<file path="src/rtl/umw_pkg.sv">
package umw_pkg;
  typedef enum logic [3:0] {
    ST_IDLE, ST_HDR0, ST_HDR1, ST_HDR2,
    ST_SI0, ST_SI1, ST_SI2,
    ST_ENC0, ST_ENC1, ST_ENC2,
    ST_FRM, ST_EMAP, ST_TAG, ST_MASK
  } walk_st_e;

  typedef enum logic [1:0] {P_IDLE, P_REQ, P_RSP} port_st_e;

  localparam logic [27:0] HDR_SIG = 28'hE445341;
  localparam logic [15:0] ENC_ID  = 16'hEEEE;
  localparam logic [15:0] PHANTOM = 16'hFFFF;

  function automatic logic [31:0] low_ones(input logic [7:0] n);
    if (n >= 8'd32) return 32'hFFFF_FFFF;
    return (32'd1 << n) - 32'd1;
  endfunction
endpackage

</file>
<file path="src/rtl/map_rd_port.sv">
module map_rd_port #(
  parameter int unsigned ADDR_W = 32,
  parameter logic [31:0] START_ADDR = 32'h0
) (
  input  logic              clk_i,
  input  logic              rst_ni,
  input  logic              start_i,
  input  logic [ADDR_W-1:0] word_i,
  output logic              idle_o,
  output logic              done_o,
  output logic [31:0]       data_o,
  output logic              mem_read_o,
  output logic [ADDR_W-1:0] mem_addr_o,
  input  logic              mem_wait_i,
  input  logic              mem_rvalid_i,
  input  logic [31:0]       mem_rdata_i
);
  import umw_pkg::*;

  port_st_e st_q;
  logic [ADDR_W-1:0] addr_q;

  always_ff @(posedge clk_i or negedge rst_ni) begin
    if (!rst_ni) begin
      st_q   <= P_IDLE;
      addr_q <= '0;
    end else begin
      unique case (st_q)
        P_IDLE: if (start_i) begin
          st_q   <= P_REQ;
          addr_q <= ADDR_W'(START_ADDR) + (word_i << 2);
        end
        P_REQ: if (!mem_wait_i) st_q <= P_RSP;
        P_RSP: if (mem_rvalid_i) st_q <= P_IDLE;
        default: st_q <= P_IDLE;
      endcase
    end
  end

  assign idle_o     = (st_q == P_IDLE);
  assign done_o     = (st_q == P_RSP) && mem_rvalid_i;
  assign data_o     = mem_rdata_i;
  assign mem_read_o = (st_q == P_REQ);
  assign mem_addr_o = addr_q;

  p_hold_r2: assert property (@(posedge clk_i) disable iff (!rst_ni)
    (mem_read_o && mem_wait_i) |=> (mem_read_o && $stable(mem_addr_o)));
  p_align_r2: assert property (@(posedge clk_i) disable iff (!rst_ni)
    mem_read_o |-> (mem_addr_o[1:0] == START_ADDR[1:0]));
endmodule

</file>
<file path="src/rtl/tag_pick.sv">
module tag_pick (
  input  logic [31:0] word_i,
  input  logic [1:0]  lane_i,
  input  logic [2:0]  shift_i,
  input  logic [7:0]  width_i,
  output logic [7:0]  tag_o
);
  import umw_pkg::*;
  logic [7:0] byte_sel;
  logic [31:0] wmask;

  always_comb begin
    unique case (lane_i)
      2'd0: byte_sel = word_i[7:0];
      2'd1: byte_sel = word_i[15:8];
      2'd2: byte_sel = word_i[23:16];
      default: byte_sel = word_i[31:24];
    endcase
    wmask = low_ones(width_i);
    tag_o = (byte_sel >> shift_i) & wmask[7:0];
  end
endmodule

</file>
<file path="src/rtl/region_pick.sv">
module region_pick (
  input  logic [31:0] word_i,
  input  logic [4:0]  shift_i,
  input  logic [7:0]  width_i,
  output logic [31:0] region_o
);
  import umw_pkg::*;
  assign region_o = (word_i >> shift_i) & low_ones(width_i);
endmodule

</file>
<file path="src/rtl/upset_map_walker.sv">
module upset_map_walker #(
  parameter int unsigned ADDR_W = 32,
  parameter logic [31:0] START_ADDR = 32'h0
) (
  input  logic              clk_i,
  input  logic              rst_ni,
  input  logic              msg_valid_i,
  input  logic [63:0]       msg_i,
  input  logic              clear_i,
  output logic              mem_read_o,
  output logic [ADDR_W-1:0] mem_addr_o,
  input  logic              mem_wait_i,
  input  logic              mem_rvalid_i,
  input  logic [31:0]       mem_rdata_i,
  output logic              busy_o,
  output logic              critical_o,
  output logic              noncritical_o,
  output logic [31:0]       region_o,
  output logic [63:0]       msg_o,
  output logic              sys_err_o
);
  import umw_pkg::*;

  walk_st_e st_q;
  logic [63:0] msg_q;
  logic [7:0]  msize_q, tsize_q, tag_q;
  logic [31:0] sinfo_q, enc_q, sd_q, fadd_q, eadd_q;
  logic [15:0] nmask_q, mapsz_q, tidx_q;
  logic [11:0] mapidx_q;
  logic [19:0] foff_q;

  logic        rd_idle, rd_done, rd_start;
  logic [31:0] rd_data;
  logic [ADDR_W-1:0] word_addr;

  logic [7:0]  sector;
  logic [11:0] bitpos, frame;
  logic [31:0] l_words, fd_word, tag_bits, emap_off, moff;
  logic [15:0] tidx_rd;
  logic [7:0]  tag_rd;
  logic [31:0] region_rd;

  assign sector = msg_q[55:48];
  assign bitpos = msg_q[23:12];
  assign frame  = msg_q[11:0];

  // offsets derived from captured fields
  assign l_words  = (32'(nmask_q) * 32'(msize_q) + 32'd31) >> 5;
  assign fd_word  = sd_q + 32'd1 + l_words + 32'(foff_q) * 32'(tsize_q);
  assign tag_bits = 32'(tidx_q) * 32'(tsize_q);
  assign emap_off = 32'(mapidx_q) * 32'(mapsz_q) + (32'(bitpos) << 1);
  assign moff     = (32'(tag_q) - 32'd1) * 32'(msize_q);
  assign tidx_rd  = emap_off[1] ? rd_data[31:16] : rd_data[15:0];

  always_comb begin
    unique case (st_q)
      ST_HDR0: word_addr = ADDR_W'(0);
      ST_HDR1: word_addr = ADDR_W'(1);
      ST_HDR2: word_addr = ADDR_W'(2);
      ST_SI0:  word_addr = ADDR_W'(sinfo_q + 32'(sector) * 32'd3);
      ST_SI1:  word_addr = ADDR_W'(sinfo_q + 32'(sector) * 32'd3 + 32'd1);
      ST_SI2:  word_addr = ADDR_W'(sinfo_q + 32'(sector) * 32'd3 + 32'd2);
      ST_ENC0: word_addr = ADDR_W'(enc_q);
      ST_ENC1: word_addr = ADDR_W'(enc_q + 32'd1);
      ST_ENC2: word_addr = ADDR_W'(enc_q + 32'd2);
      ST_FRM:  word_addr = ADDR_W'(enc_q + fadd_q + 32'(frame));
      ST_EMAP: word_addr = ADDR_W'(enc_q + eadd_q + (emap_off >> 2));
      ST_TAG:  word_addr = ADDR_W'(fd_word + (tag_bits >> 5));
      ST_MASK: word_addr = ADDR_W'(sd_q + 32'd1 + (moff >> 5));
      default: word_addr = '0;
    endcase
  end

  assign rd_start = (st_q != ST_IDLE) && rd_idle;

  map_rd_port #(.ADDR_W(ADDR_W), .START_ADDR(START_ADDR)) u_port (
    .clk_i, .rst_ni,
    .start_i(rd_start), .word_i(word_addr),
    .idle_o(rd_idle), .done_o(rd_done), .data_o(rd_data),
    .mem_read_o, .mem_addr_o, .mem_wait_i, .mem_rvalid_i, .mem_rdata_i
  );

  tag_pick u_tag (
    .word_i(rd_data), .lane_i(tag_bits[4:3]), .shift_i(tag_bits[2:0]),
    .width_i(tsize_q), .tag_o(tag_rd)
  );

  region_pick u_region (
    .word_i(rd_data), .shift_i(moff[4:0]), .width_i(msize_q),
    .region_o(region_rd)
  );

  always_ff @(posedge clk_i or negedge rst_ni) begin
    if (!rst_ni) begin
      st_q <= ST_IDLE;
      msg_q <= '0; msize_q <= '0; tsize_q <= '0; tag_q <= '0;
      sinfo_q <= '0; enc_q <= '0; sd_q <= '0; fadd_q <= '0; eadd_q <= '0;
      nmask_q <= '0; mapsz_q <= '0; tidx_q <= '0; mapidx_q <= '0; foff_q <= '0;
      critical_o <= 1'b0; noncritical_o <= 1'b0; region_o <= '0;
      msg_o <= '0; sys_err_o <= 1'b0;
    end else if (st_q == ST_IDLE) begin
      if (msg_valid_i) begin
        st_q <= ST_HDR0;
        msg_q <= msg_i;
        critical_o <= 1'b0; noncritical_o <= 1'b0; region_o <= '0;
        msg_o <= '0; sys_err_o <= 1'b0;
      end else if (clear_i) begin
        critical_o <= 1'b0; noncritical_o <= 1'b0; region_o <= '0;
        msg_o <= '0;
      end
    end else if (rd_done) begin
      unique case (st_q)
        ST_HDR0: if (rd_data[27:0] == HDR_SIG) st_q <= ST_HDR1;
                 else begin st_q <= ST_IDLE; sys_err_o <= 1'b1; msg_o <= msg_q; end
        ST_HDR1: begin msize_q <= rd_data[7:0]; st_q <= ST_HDR2; end
        ST_HDR2: begin sinfo_q <= rd_data; st_q <= ST_SI0; end
        ST_SI0:  begin enc_q <= rd_data; st_q <= ST_SI1; end
        ST_SI1:  begin sd_q <= rd_data; st_q <= ST_SI2; end
        ST_SI2: begin
          nmask_q <= rd_data[23:8];
          tsize_q <= rd_data[7:0];
          if (rd_data[23:8] == 16'd0) begin
            st_q <= ST_IDLE; noncritical_o <= 1'b1; msg_o <= msg_q;
          end else st_q <= ST_ENC0;
        end
        ST_ENC0: if (rd_data[31:16] == ENC_ID) begin
                   mapsz_q <= rd_data[15:0]; st_q <= ST_ENC1;
                 end else begin st_q <= ST_IDLE; sys_err_o <= 1'b1; msg_o <= msg_q; end
        ST_ENC1: begin fadd_q <= rd_data; st_q <= ST_ENC2; end
        ST_ENC2: begin eadd_q <= rd_data; st_q <= ST_FRM; end
        ST_FRM: begin
          mapidx_q <= rd_data[31:20];
          foff_q   <= rd_data[19:0];
          st_q     <= ST_EMAP;
        end
        ST_EMAP: begin
          tidx_q <= tidx_rd;
          if (tidx_rd == PHANTOM) begin
            st_q <= ST_IDLE; noncritical_o <= 1'b1; msg_o <= msg_q;
          end else st_q <= ST_TAG;
        end
        ST_TAG: begin
          tag_q <= tag_rd;
          if (tag_rd == 8'd0) begin
            st_q <= ST_IDLE; noncritical_o <= 1'b1; msg_o <= msg_q;
          end else st_q <= ST_MASK;
        end
        ST_MASK: begin
          st_q <= ST_IDLE; critical_o <= 1'b1; region_o <= region_rd; msg_o <= msg_q;
        end
        default: st_q <= ST_IDLE;
      endcase
    end
  end

  assign busy_o = (st_q != ST_IDLE);

  p_idle_quiet_r1: assert property (@(posedge clk_i) disable iff (!rst_ni)
    !busy_o |-> !mem_read_o);
  p_sys_err_no_class_r3: assert property (@(posedge clk_i) disable iff (!rst_ni)
    sys_err_o |-> (!critical_o && !noncritical_o));
  p_class_excl_r7: assert property (@(posedge clk_i) disable iff (!rst_ni)
    !(critical_o && noncritical_o));
  p_noncrit_region_r7: assert property (@(posedge clk_i) disable iff (!rst_ni)
    noncritical_o |-> (region_o == '0));
  p_busy_fall_result_r10: assert property (@(posedge clk_i) disable iff (!rst_ni)
    $fell(busy_o) |-> (critical_o || noncritical_o || sys_err_o));
  p_busy_rise_clean_r10: assert property (@(posedge clk_i) disable iff (!rst_ni)
    $rose(busy_o) |-> (!critical_o && !noncritical_o && !sys_err_o && region_o == '0));
  p_busy_ignore_r10: assert property (@(posedge clk_i) disable iff (!rst_ni)
    (busy_o && !rd_done) |=> $stable(msg_q));
endmodule

</file>
<file path="config.mk">
export PLATFORM = sky130hd
export DESIGN_NAME = upset_map_walker
export DESIGN_NICKNAME = d
export VERILOG_FILES = /design/src/rtl/umw_pkg.sv /design/src/rtl/map_rd_port.sv /design/src/rtl/tag_pick.sv /design/src/rtl/region_pick.sv /design/src/rtl/upset_map_walker.sv
export SDC_FILE = /design/constraint.sdc
export NUM_CORES = 2
export LEC_CHECK = 0
export BUFFER_PORTS_ARGS = -buffer_cell sky130_fd_sc_hd__clkbuf_2
export CAP_MARGIN = 15
export CORE_MARGIN = 2
export CORE_UTILIZATION = 39
export DETAILED_ROUTE_END_ITERATION = 10
export PLACE_DENSITY = 0.54
export SYNTH_ARGS = -nofsm -noshare
export SYNTH_HDL_FRONTEND = slang
export SYNTH_HIERARCHICAL = 1
export SYNTH_SLANG_ARGS = --single-unit
</file>
<file path="constraint.sdc">
create_clock -name clk_i -period 16.82 [get_ports clk_i]
set_clock_uncertainty 0.05 [all_clocks]
set_input_delay 3.364 -clock clk_i [delete_from_list [all_inputs] [get_ports clk_i]]
set_output_delay 3.364 -clock clk_i [all_outputs]
set_load 0.1 [all_outputs]
</file>
==> flow_metrics.tcl <==
set metrics [dict create \
    gr-total-overflow 0 \
    regArea_sq_um 11300 \
    final.setup.worst_slack_ps 4780 \
    nFillCells 14288 \
    layout.nets 7297 \
    drv_slew 0 \
    syn_area_per_cell_sq_um 9.13 \
    drc 0 \
    slew_headroom_pct 21.2 \
    fp.dieW_um 384 \
    drive_gt1_share_pct 13.4 \
    route.detailed.vias_per_inst 5.56 \
    post-route-period-util_pct 71.6 \
    grt.total_usage_pct 26.1 \
    p_seq_share_pct 16.4 \
    required_ps 17320 \
    postCtsSetupRepairBufs 0 \
    syn_area_sq_um 56300 \
    ant_nets 0 \
    setup_viol 0 \
    dpl.hpwl_um 147000 \
    antenna_found_initial 16 \
    clkTransAtPathRegs_ps 60 \
    worstSetupEndpointType "flip-flop" \
    tightest_slew_ps 1150 \
    cp_data_arrival_time_ps 12550 \
    htree_levels 2 \
    cts_tree "done" \
    fmax_mhz 83.0 \
    ir_worst_vdd_mv 0.151 \
    first_pass_iters 6 \
    min_period_ps 12040 \
    drt_iter0_drc 3714 \
    cp_slowest_cell "dfrtp_1" \
    tns_ps 0 \
    swShare_pct 56.9 \
    p_int_mw 5.30 \
    fin_area_sq_um 61100 \
    r2r.worst_path.cells 42 \
    cts_hold_buf 0 \
    status "complete, no violations" \
    synthToLayoutAreaGrowth_pct 8.54 \
    grt_pass1_wl_um 292000 \
    cts_buffer_depth 3 \
    initial_core_util_pct 39.3 \
    hold_viol_final 0 \
    cts-resized-gates 0 \
    num_vias 45213 \
    clk_latency_ps 710 \
    ios 235 \
    wirelength_um 193000 \
    cts-buffers-inserted 56 \
    die_y_um 384 \
    grt_max_degree 147 \
    root_buffer "clkbuf_16" \
    cp_slowest_stage_delay_ps 1020 \
    ys.warnings.count 6 \
    pre_cts_ws_ps 4630 \
    power.density_nw_per_um2 201 \
    routedWlPerCell_um 23.7 \
    synthCells 6160 \
    p_switching_mw 7.00 \
    crit_top_cell "fa_1" \
    power_frac_comb_pct 72.2 \
    dieArea_sq_um 147000 \
    leakagePower_nw 28.9 \
    grt_pass1_vias 45592 \
    design.core.area_sq_um 143000 \
    holdCritPathClass "flip-flop to flip-flop" \
    cp-start-kind "flip-flop" \
    gp_congestion 0.959 \
    whs_ps 415 \
    total_power_mw 12.3 \
    placed_area_sq_um 58900 \
    crit_fanout 32 \
    rsz0062_at_grt "false" \
    crit_type "flip-flop to flip-flop" \
    cap_viol_max_count 0 \
    multiInputGateArea_sq_um 40400 \
    cts.sinks 453 \
    min_path_cells 2 \
    row_count 139 \
    clkPwrFrac_pct 11.3 \
    numPortBuffers 232 \
]
-- layer usage --
metal | part of all wire, % | track usage, % | vias up
met4 | 4.0 | 9.56 | 10
met5 | 0.036 | 0 | -
li1 | - | - | 20399
met1 | 43 | 35.5 | 22814
met2 | 45 | 41.3 | 1611
met3 | 7.7 | 5.19 | 379
-- power by group through the flow --
stage	Clock [mW]	Sequential, mW	Combinational [mW]
after floorplan	0	2.53	5.53
after global placement	0	2.03	8.70
after detailed placement	0	2.04	8.73
after CTS	1.42	2.02	8.80
after global routing	1.46	2.08	9.61
final	1.39	2.02	8.88
-- final cells by class --
class / instances / share of cell area, %
multi-input cells: 4550 / 66.1
flip-flops and latches: 453 / 18.6
inverters: 814 / 5.01
well taps: 1903 / 3.90
repair buffers: 313 / 2.97
clock buffers: 74 / 2.59
clock inverters: 29 / 0.855
diodes: 3 / 0.0123
-- flip-flops by register name, summed over array words and instances, names as in the netlist, 30 cells and up --
name	cells
msg_q	64
eadd_q	30
u_port/mem_addr_o	30
sd_q	30
fadd_q	30
msg_o	64
enc_q	30
sinfo_q	30
region_o	32
-- per-stage QoR --
step	utilization [%]	std cells
floorplan	-	6161
global route	42.6	8136
finish	42.6	8139
CTS	42.6	8135
detailed placement	41.1	8032
global placement	41.1	8032
-- critical path: cells and delay by family (launching register included) --
| family | cells | cell delay [ps] |
|---|---|---|
| AOI/OAI and AO/OA | 14 | 3290 |
| xor gates and xnor gates | 1 | 110 |
| adders and majority gates | 11 | 4840 |
| buffers and inverters | 9 | 580 |
| DFF | 1 | 1020 |
| muxes | 1 | 300 |
| and+or+nand+nor | 6 | 1730 |
-- layout by cell type (no fill, tap or decap), drive strengths merged, types with 104 or more instances in the layout --
cell      n
nand2   838
inv     812
fa      605
dfrtp   453
ha      402
and2    340
clkbuf  305
mux2    297
o21ai   281
nor2    208
a21oi   204
xnor2   203
nand3   110
xor2    104
-- final timing paths --
| check | slack, ps | startpoint | to |
|---|---|---|---|
| worst max register to register | 4780 | msize_q[7]$_DFFE_PN0P_ | u_port/mem_addr_o[31]$_DFFE_PN0P_ |
| worst min-delay path | 420 | region_o[29]$_DFFE_PN0P_ | region_o[29]$_DFFE_PN0P_ |
| worst min register to register | 420 | region_o[29]$_DFFE_PN0P_ | region_o[29]$_DFFE_PN0P_ |
| worst max-delay path | 4780 | msize_q[7]$_DFFE_PN0P_ | u_port/mem_addr_o[31]$_DFFE_PN0P_ |
| max in group asynchronous | 12050 | rst_ni | u_port/mem_addr_o[16]$_DFFE_PN0P_ |
| min in group asynchronous | 2540 | rst_ni | msg_o[20]$_DFFE_PN0P_ |
Note: power is estimated with default switching activity, not from simulation.
